## src/rtl/sos_pkg.sv

```systemverilog
package sos_pkg;
    // Sticky flag machine states
    typedef enum logic [0:0] {
        ST_CLEAN = 1'b0,
        ST_FAULT = 1'b1
    } flag_state_t;
endpackage

```

## src/rtl/sos_square_stage.sv

```systemverilog
module sos_square_stage #(
    parameter int DATA_W = 24,
    parameter int SQ_W   = 48
) (
    input  logic              clk,
    input  logic              rst_n,
    input  logic              in_valid,
    input  logic              sys_hyp,
    input  logic [DATA_W-1:0] in_a,
    input  logic [DATA_W-1:0] in_b,
    output logic              sq_valid,
    output logic              sq_hyp,
    output logic [SQ_W-1:0]   sq_a,
    output logic [SQ_W-1:0]   sq_b
);
    logic signed [SQ_W-1:0] prod_a;
    logic signed [SQ_W-1:0] prod_b;

    always_comb begin
        prod_a = $signed(in_a) * $signed(in_a);
        prod_b = $signed(in_b) * $signed(in_b);
    end

    // First pipeline stage: both squares; operands held when idle
    always_ff @(posedge clk or negedge rst_n) begin
        if (!rst_n) begin
            sq_valid <= 1'b0;
            sq_hyp   <= 1'b0;
            sq_a     <= '0;
            sq_b     <= '0;
        end else begin
            sq_valid <= in_valid;
            if (in_valid) begin
                sq_hyp <= sys_hyp;
                sq_a   <= prod_a;
                sq_b   <= prod_b;
            end
        end
    end

    // a square of a signed word never reaches the top bit
    a_r1_square_nonneg: assert property (@(posedge clk) disable iff (!rst_n)
        sq_valid |-> (!sq_a[SQ_W-1] && !sq_b[SQ_W-1]));
endmodule

```

## src/rtl/sos_band_compare.sv

```systemverilog
module sos_band_compare #(
    parameter int          SQ_W    = 48,
    parameter int          SQ_FRAC = 44,
    parameter int unsigned TOL_Q   = 17592187
) (
    input  logic            clk,
    input  logic            rst_n,
    input  logic            sq_valid,
    input  logic            sq_hyp,
    input  logic [SQ_W-1:0] sq_a,
    input  logic [SQ_W-1:0] sq_b,
    output logic            verdict_fail,
    output logic            chk_valid,
    output logic            chk_err
);
    localparam int CMB_W = SQ_W + 1;
    localparam logic signed [CMB_W-1:0] ONE_Q = CMB_W'(1) << SQ_FRAC;
    localparam logic signed [CMB_W-1:0] TOL_C = CMB_W'(TOL_Q);
    localparam logic signed [CMB_W-1:0] LO_Q  = ONE_Q - TOL_C;
    localparam logic signed [CMB_W-1:0] HI_Q  = ONE_Q + TOL_C;

    logic signed [CMB_W-1:0] ext_a;
    logic signed [CMB_W-1:0] ext_b;
    logic signed [CMB_W-1:0] cmb;
    logic                    in_band;

    always_comb begin
        ext_a = $signed({1'b0, sq_a});
        ext_b = $signed({1'b0, sq_b});
        // circular adds, hyperbolic subtracts second from first
        cmb = sq_hyp ? (ext_a - ext_b) : (ext_a + ext_b);
        in_band = (cmb >= LO_Q) && (cmb <= HI_Q);
        verdict_fail = sq_valid && !in_band;
    end

    // Second pipeline stage: registered verdict
    always_ff @(posedge clk or negedge rst_n) begin
        if (!rst_n) begin
            chk_valid <= 1'b0;
            chk_err   <= 1'b0;
        end else begin
            chk_valid <= sq_valid;
            chk_err   <= verdict_fail;
        end
    end

    // an exact unit value must pass
    a_r4_unit_passes: assert property (@(posedge clk) disable iff (!rst_n)
        (sq_valid && cmb == ONE_Q) |=> (chk_valid && !chk_err));
    // each squared pair yields exactly one verdict
    a_r5_one_verdict: assert property (@(posedge clk) disable iff (!rst_n)
        sq_valid |=> chk_valid);
endmodule

```

## src/rtl/sos_flag_fsm.sv

```systemverilog
module sos_flag_fsm
    import sos_pkg::*;
(
    input  logic clk,
    input  logic rst_n,
    input  logic fail_now,
    input  logic flag_clear,
    output logic err_sticky
);
    flag_state_t state_q;
    flag_state_t state_d;

    always_comb begin
        state_d = state_q;
        unique case (state_q)
            ST_CLEAN: if (fail_now)                 state_d = ST_FAULT;  // SET
            ST_FAULT: if (flag_clear && !fail_now)  state_d = ST_CLEAN;  // CLEAR
            default:                                state_d = ST_CLEAN;
        endcase
    end

    always_ff @(posedge clk or negedge rst_n) begin
        if (!rst_n) state_q <= ST_CLEAN;
        else        state_q <= state_d;
    end

    always_comb begin
        err_sticky = (state_q == ST_FAULT);
    end

    // fault holds without a clear
    a_r7_hold: assert property (@(posedge clk) disable iff (!rst_n)
        (err_sticky && !flag_clear) |=> err_sticky);
    // a failing verdict beats a simultaneous clear
    a_r8_fail_wins: assert property (@(posedge clk) disable iff (!rst_n)
        fail_now |=> err_sticky);
    // clear without a failure returns to clean
    a_r8_clear: assert property (@(posedge clk) disable iff (!rst_n)
        (flag_clear && !fail_now) |=> !err_sticky);
endmodule

```

## src/rtl/sos_check.sv

```systemverilog
module sos_check #(
    parameter int          DATA_W = 24,
    parameter int          FRAC_W = 22,
    parameter int unsigned TOL_Q  = 17592187
) (
    input  logic              clk,
    input  logic              rst_n,
    input  logic              in_valid,
    input  logic              sys_hyp,
    input  logic [DATA_W-1:0] in_a,
    input  logic [DATA_W-1:0] in_b,
    input  logic              flag_clear,
    output logic              chk_valid,
    output logic              chk_err,
    output logic              err_sticky
);
    localparam int SQ_W    = 2 * DATA_W;
    localparam int SQ_FRAC = 2 * FRAC_W;

    logic            sq_valid;
    logic            sq_hyp;
    logic [SQ_W-1:0] sq_a;
    logic [SQ_W-1:0] sq_b;
    logic            verdict_fail;

    sos_square_stage #(.DATA_W(DATA_W), .SQ_W(SQ_W)) u_sq (
        .clk(clk), .rst_n(rst_n), .in_valid(in_valid), .sys_hyp(sys_hyp),
        .in_a(in_a), .in_b(in_b), .sq_valid(sq_valid), .sq_hyp(sq_hyp),
        .sq_a(sq_a), .sq_b(sq_b)
    );

    sos_band_compare #(.SQ_W(SQ_W), .SQ_FRAC(SQ_FRAC), .TOL_Q(TOL_Q)) u_cmp (
        .clk(clk), .rst_n(rst_n), .sq_valid(sq_valid), .sq_hyp(sq_hyp),
        .sq_a(sq_a), .sq_b(sq_b), .verdict_fail(verdict_fail),
        .chk_valid(chk_valid), .chk_err(chk_err)
    );

    sos_flag_fsm u_flag (
        .clk(clk), .rst_n(rst_n), .fail_now(verdict_fail),
        .flag_clear(flag_clear), .err_sticky(err_sticky)
    );

    // verdict two edges after the strobe, and never without one
    a_r6_latency: assert property (@(posedge clk) disable iff (!rst_n)
        in_valid |-> ##2 chk_valid);
    a_r6_no_spurious: assert property (@(posedge clk) disable iff (!rst_n)
        !in_valid |-> ##2 !chk_valid);
    // every failing verdict is covered by the flag
    a_r7_flag_covers: assert property (@(posedge clk) disable iff (!rst_n)
        (chk_valid && chk_err) |-> err_sticky);
endmodule

```

## config.mk

```make
export PLATFORM = sky130hd
export DESIGN_NAME = sos_check
export DESIGN_NICKNAME = d
export VERILOG_FILES = /design/src/rtl/sos_pkg.sv /design/src/rtl/sos_square_stage.sv /design/src/rtl/sos_band_compare.sv /design/src/rtl/sos_flag_fsm.sv /design/src/rtl/sos_check.sv
export SDC_FILE = /design/constraint.sdc
export NUM_CORES = 2
export LEC_CHECK = 0
export ABC_AREA = 1
export BUFFER_PORTS_ARGS = -buffer_cell sky130_fd_sc_hd__buf_4
export CAP_MARGIN = 20
export CORE_MARGIN = 1
export CORE_UTILIZATION = 50
export CTS_CLUSTER_SIZE = 8
export DETAILED_ROUTE_END_ITERATION = 8
export GPL_TIMING_DRIVEN = 0
export PLACE_DENSITY = 0.65
export SYNTH_ARGS = -nofsm -noshare
export SYNTH_HDL_FRONTEND = slang
export SYNTH_SLANG_ARGS = --single-unit
```

## constraint.sdc

```tcl
create_clock -name clk -period 4.93 [get_ports clk]
set_clock_uncertainty 0.05 [all_clocks]
set_input_delay 0.493 -clock clk [delete_from_list [all_inputs] [get_ports clk]]
set_output_delay 0.493 -clock clk [all_outputs]
set_load 0.005 [all_outputs]
```

### Word level (Yosys, flattened, before mapping)

Cells that the tools add are included.

| word-level totals | value |
|---|---|
| bits in read-only memories | 0 |
| bits in writable memories | 0 |
| memories | 0 |
| latch bits | 0 |
| bits in registers | 101 |
| output and inout bits | 3 |

| cells by class | value |
|---|---|
| equality and inequality tests | 0 |
| shift operators | 0 |
| add/sub/neg operators | 2 |
| reduce and logical (&&, ||, !) cells | 5 |
| multipliers | 2 |
| multiplexer cells | 4 |
| magnitude comparators | 2 |
| bitwise operators | 1 |
| divide/modulo/power cells | 0 |

Operators by type and width:

| kind | number |
|---|---|
| multiplier 24 x 24 -> 48 bit | 2 |
| adder 48 x 48 -> 49 bit | 1 |
| greater-or-equal comparator 49 x 45 -> 1 bit, second input constant | 1 |
| <= comparator 49 x 46 -> 1 bit, second input constant | 1 |
| 2-to-1 mux 49 bit | 1 |
| subtractor 48 x 48 -> 49 bit | 1 |
| logical AND 1 bit | 3 |
| zero test 1 bit | 2 |
| 2-to-1 mux 1 bit | 2 |
| case mux 1 bit (2 select lines) | 1 |
| inverter 1 bit | 1 |

### Depth between registers and ports, before layout

| depth | value |
|---|---|
| depth in word-level cells | 10 |
| gate-level depth with buffers | 36 |
| mapped depth without buffers | 36 |

### Cells and area by module

Synthesis repeated with hierarchy kept, for this count alone.

| unflattened totals | value |
|---|---|
| cell total of the unflattened synthesis | 6972 |
| area, all modules | 51478.1 um^2 |

By module, submodules not included:

| module | seq. area each (um^2) | area each (um^2) | times used | cells an instance |
|---|---|---|---|---|
| sos_square_stage | 2402.3 | 44757.9 | 1 | 5555 |
| sos_band_compare | 50.0 | 6680.2 | 1 | 1412 |
| sos_flag_fsm | 25.0 | 40.0 | 1 | 5 |

### Least setup slack after synthesis

Ideal clock, no wire load.

| timing path | value |
|---|---|
| path type | input -> register |
| start point | input in_b[0] |
| end point | register u_sq.sq_b[47] |
| path buffers | 2 |
| path slack | -2162 ps |
| required time | 4762 ps |
| arrival time | 6925 ps |
| stages | 24 |
| path through | clkbuf_1 -> clkbuf_1 -> nand2_1 -> inv_1 -> fa_1 -> fa_1 -> inv_1 -> fa_1 -> inv_1 -> fa_1 -> fa_1 -> fa_1 -> fa_1 -> ha_1 -> nand2_1 -> nor2_1 -> inv_1 -> nor4_1 -> nand3_1 -> nand3_1 -> a21oi_1 -> or2_2 -> nand3_1 -> nand2_1 |

| on the way | value |
|---|---|
| cells in the longest elaborated chain, start to end | 1 |

RTL lines:

| what | line | text |
|---|---|---|
| start: declaration | sos_check.sv:11 | `input logic [DATA_W-1:0] in_b,` |
| multiplier 24 x 24 -> 48 bit | sos_square_stage.sv:21 | `prod_b = $signed(in_b) * $signed(in_b);` |
| end signal: assignment | sos_square_stage.sv:36 | `sq_b <= prod_b;` |
| end: declaration | sos_square_stage.sv:14 | `output logic [SQ_W-1:0] sq_b` |

Every way passes these cells.
A chain may end at the register's enable or synchronous reset.

### Worst setup path in the final report

| timing path | value |
|---|---|
| start point | input in_a[23] |
| end point | register u_sq.sq_a[38] |

| on the way | value |
|---|---|
| cells in the longest elaborated chain, start to end | 1 |

RTL lines:

| what | line | text |
|---|---|---|
| start: declaration | sos_check.sv:10 | `input logic [DATA_W-1:0] in_a,` |
| multiplier 24 x 24 -> 48 bit | sos_square_stage.sv:20 | `prod_a = $signed(in_a) * $signed(in_a);` |
| end signal: assignment | sos_square_stage.sv:35 | `sq_a <= prod_a;` |
| end: declaration | sos_square_stage.sv:13 | `output logic [SQ_W-1:0] sq_a,` |

Every way passes these cells.

==> flow_summary.yaml <==
status:
  status: "complete, but fails checks"
  violations: "negative setup slack"
layout:
  drive_above_1_share_pct: 21.0
  stdcell_area_sq_um: 59300
  num_antenna_cells: 0
  areaGrowthSynthToFinish_pct: 23.6
  final_util_pct: 62.4
  fin_nets: 7908
grt:
  grt_pass1_wl_um: 232000
  grt_overflow: 0
  grt_max_degree: 72
  grt_antenna_before_repair: 0
  grtUsageTotal_pct: 31.1
  grt_pass1_vias: 41900
floorplan:
  die_w_um: 312
  ioPinCount: 56
  dieArea_sq_um: 97200
  core_sq_um: 95000
  die_y_um: 312
  initial_core_util_pct: 50.5
  num_rows: 113
setup_path:
  crit_type: "in -> reg"
  timing.rr.start: "u_sq.sq_b[0]$_DFFE_PN0P_"
  max_stage_delay_ps: 660
  r2r_setup_slack_ps: -60
  worstPathRequired_ps: 5150
  crit_arrival_ps: 6850
  crit_buf_inv: 9
  critPathTopFamily: "adder cells"
  cp_max_fo: 6
  reg2reg_to: "u_flag.err_sticky$_DFF_PN0_"
  cp_slowest_cell: "fa_2"
  crit_top_cell: "fa_1"
  worstSetupEndpointType: "register"
  cp-start-kind: "input pin"
  reg2reg_depth: 30
logic_synthesis:
  synth.yosys.seq_area_share_pct: 5.16
  synth_top_area_share_pct: 46.4
  syn-mean-instance-area_sq_um: 7.96
  yosysMostFrequentCell: "inv_1"
  synthesis.instances: 6027
  synth_top_flop_cell: "dfrtp_1"
  yosys_warnings: 0
  synth_common_cells: "1,849 x inv_1, 1,294 x nand2_1, 1,113 x fa_1"
  synthTopCellsByArea: "fa_1 46%, inv_1 14%, nand2_1 10%, ha_1 8.8%, dfrtp_1 5.2%"
  netlist_area_sq_um: 48000
  ys_ff_latch: 99
  yosys.area.top_type: "fa_1"
  synth_edf_count: 0
  post_synth_num_cell_types: 53
  synth_nets: 7529
  async_flop_share_pct: 100
detailed_routing:
  vias_per_cell: 5.20
  routed_wl_um: 151000
  drt_iter0_markers: 3038
  final_antenna_net_count: 0
  drt-wirelength-per-cell_um: 19.6
  vias: 39900
  remaining_drc_errors: 0
  firstDrtPassIters: 5
sta:
  setup_tns_ps: -88930
  timing.final.ws_setup_ps: -1700
  slew_headroom_pct: 50.4
  finalSetupViolations: 79
  clock.fmax_mhz: 151
  drv_slew: 0
  hold_viol: 0
  rsz0062_at_grt: "true"
  worstMarginPinSlew_ps: 744
  period_share_pct: 134
  fin_crit_ps: 6630
cts:
  cts-root-buf: "clkbuf_16"
  cts_buffers: 9
  cts-htree-levels: 3
  cts.clk_slew.worst_paths_ps: 80
  clkSinkCount: 99
  ctsLongestPathBuffers: 2
  cts_tree: "done"
  ctsHoldBuffers: 0
  insertion_delay_ps: 370
hold_path:
  hold_path.class: "in -> async"
placed_design:
  pre_cts_ws_ps: -2850
  port_buffers: 45
  gp_congestion: 1.02
  dpl.hpwl_um: 122000
  placed_area_sq_um: 51800
job:
  maxCapViolCount: 0
==> worst max path at each step <==
stage	startpoint	slack, ps	endpoint	cells past startpoint
2_1_floorplan	in_b[2]	-1340	u_sq.sq_b[45]$_DFFE_PN0P_	25
3_3_place_gp	in_b[4]	-2820	u_sq.sq_b[42]$_DFFE_PN0P_	25
3_5_place_dp	in_b[4]	-2850	u_sq.sq_b[42]$_DFFE_PN0P_	25
4_1_cts	in_a[23]	-1550	u_sq.sq_a[46]$_DFFE_PN0P_	26
5_1_grt	in_a[23]	-1770	u_sq.sq_a[38]$_DFFE_PN0P_	26
6_report	in_a[23]	-1700	u_sq.sq_a[38]$_DFFE_PN0P_	26
==> state kept, by name, summed over array words and instances (netlist names) <==
| register | flops |
|---|---|
| u_sq.sq_valid | 1 |
| u_sq.sq_hyp | 1 |
| u_cmp.chk_valid | 1 |
| u_sq.sq_b | 47 |
| u_sq.sq_a | 47 |
| u_flag.err_sticky | 1 |
| u_cmp.chk_err | 1 |
==> layout make-up <==
type,count,area [sq um]
Buffer,143,2650
Clock buffer,9,225
Clock inverter,7,88.8
Fill cell,8098,35700
Inverter,1859,7040
Multi-Input combinational cell,3926,41900
Sequential cell,99,2480
Tap cell,1265,1580
Timing Repair Buffer,368,3390
==> layer usage <==
| metal | part of all wire, % | track usage (%) | up-vias |
|---|---|---|---|
| met5 | 0 | 0 | - |
| met4 | 3.5 | 8.46 | 0 |
| met3 | 7.5 | 4.35 | 286 |
| met2 | 47 | 51.1 | 1497 |
| met1 | 42 | 43.2 | 20000 |
| li1 | - | - | 18100 |
==> layout by cell type (no fill, tap or decap), drive strengths merged, types with 99 or more instances in the layout <==
master	instances
dfrtp	99
ha	336
o21ai	160
nor2	302
fa	1113
a21oi	163
buf	383
inv	1856
clkbuf	137
nand3	147
nand2	1320
==> what timing repair did <==
| item | in CTS | in global routing |
|---|---|---|
| buffers inserted | 200 | 129 |
| endpoints found under the hold margin | 0 | 0 |
| gates resized for setup | 672 | 407 |
| gates cloned | 2 | 1 |
| setup endpoints to repair | 79 | 80 |
| pin swaps | 275 | 250 |
==> cell families after synthesis <==
group | after synthesis | share of synthesized area [%]
buf+inv | 2002 | 15.7
simple gates | 1906 | 16.3
fa+ha+maj | 1449 | 55.2
compound gates | 426 | 5.01
xor+xnor | 145 | 2.65
flops | 99 | 5.16
==> per-stage QoR <==
stage / hold WS [ps] / instances
2_1_floorplan: 147 / 6027
3_3_place_gp: 306 / 7337
3_5_place_dp: 317 / 7338
4_1_cts: 14.3 / 7553
5_1_grt: 31.6 / 7676
6_report: 5.26 / 7676
Power is not shown: default switching activity piles up to over one toggle a cycle in this logic, so the estimate is an artifact.
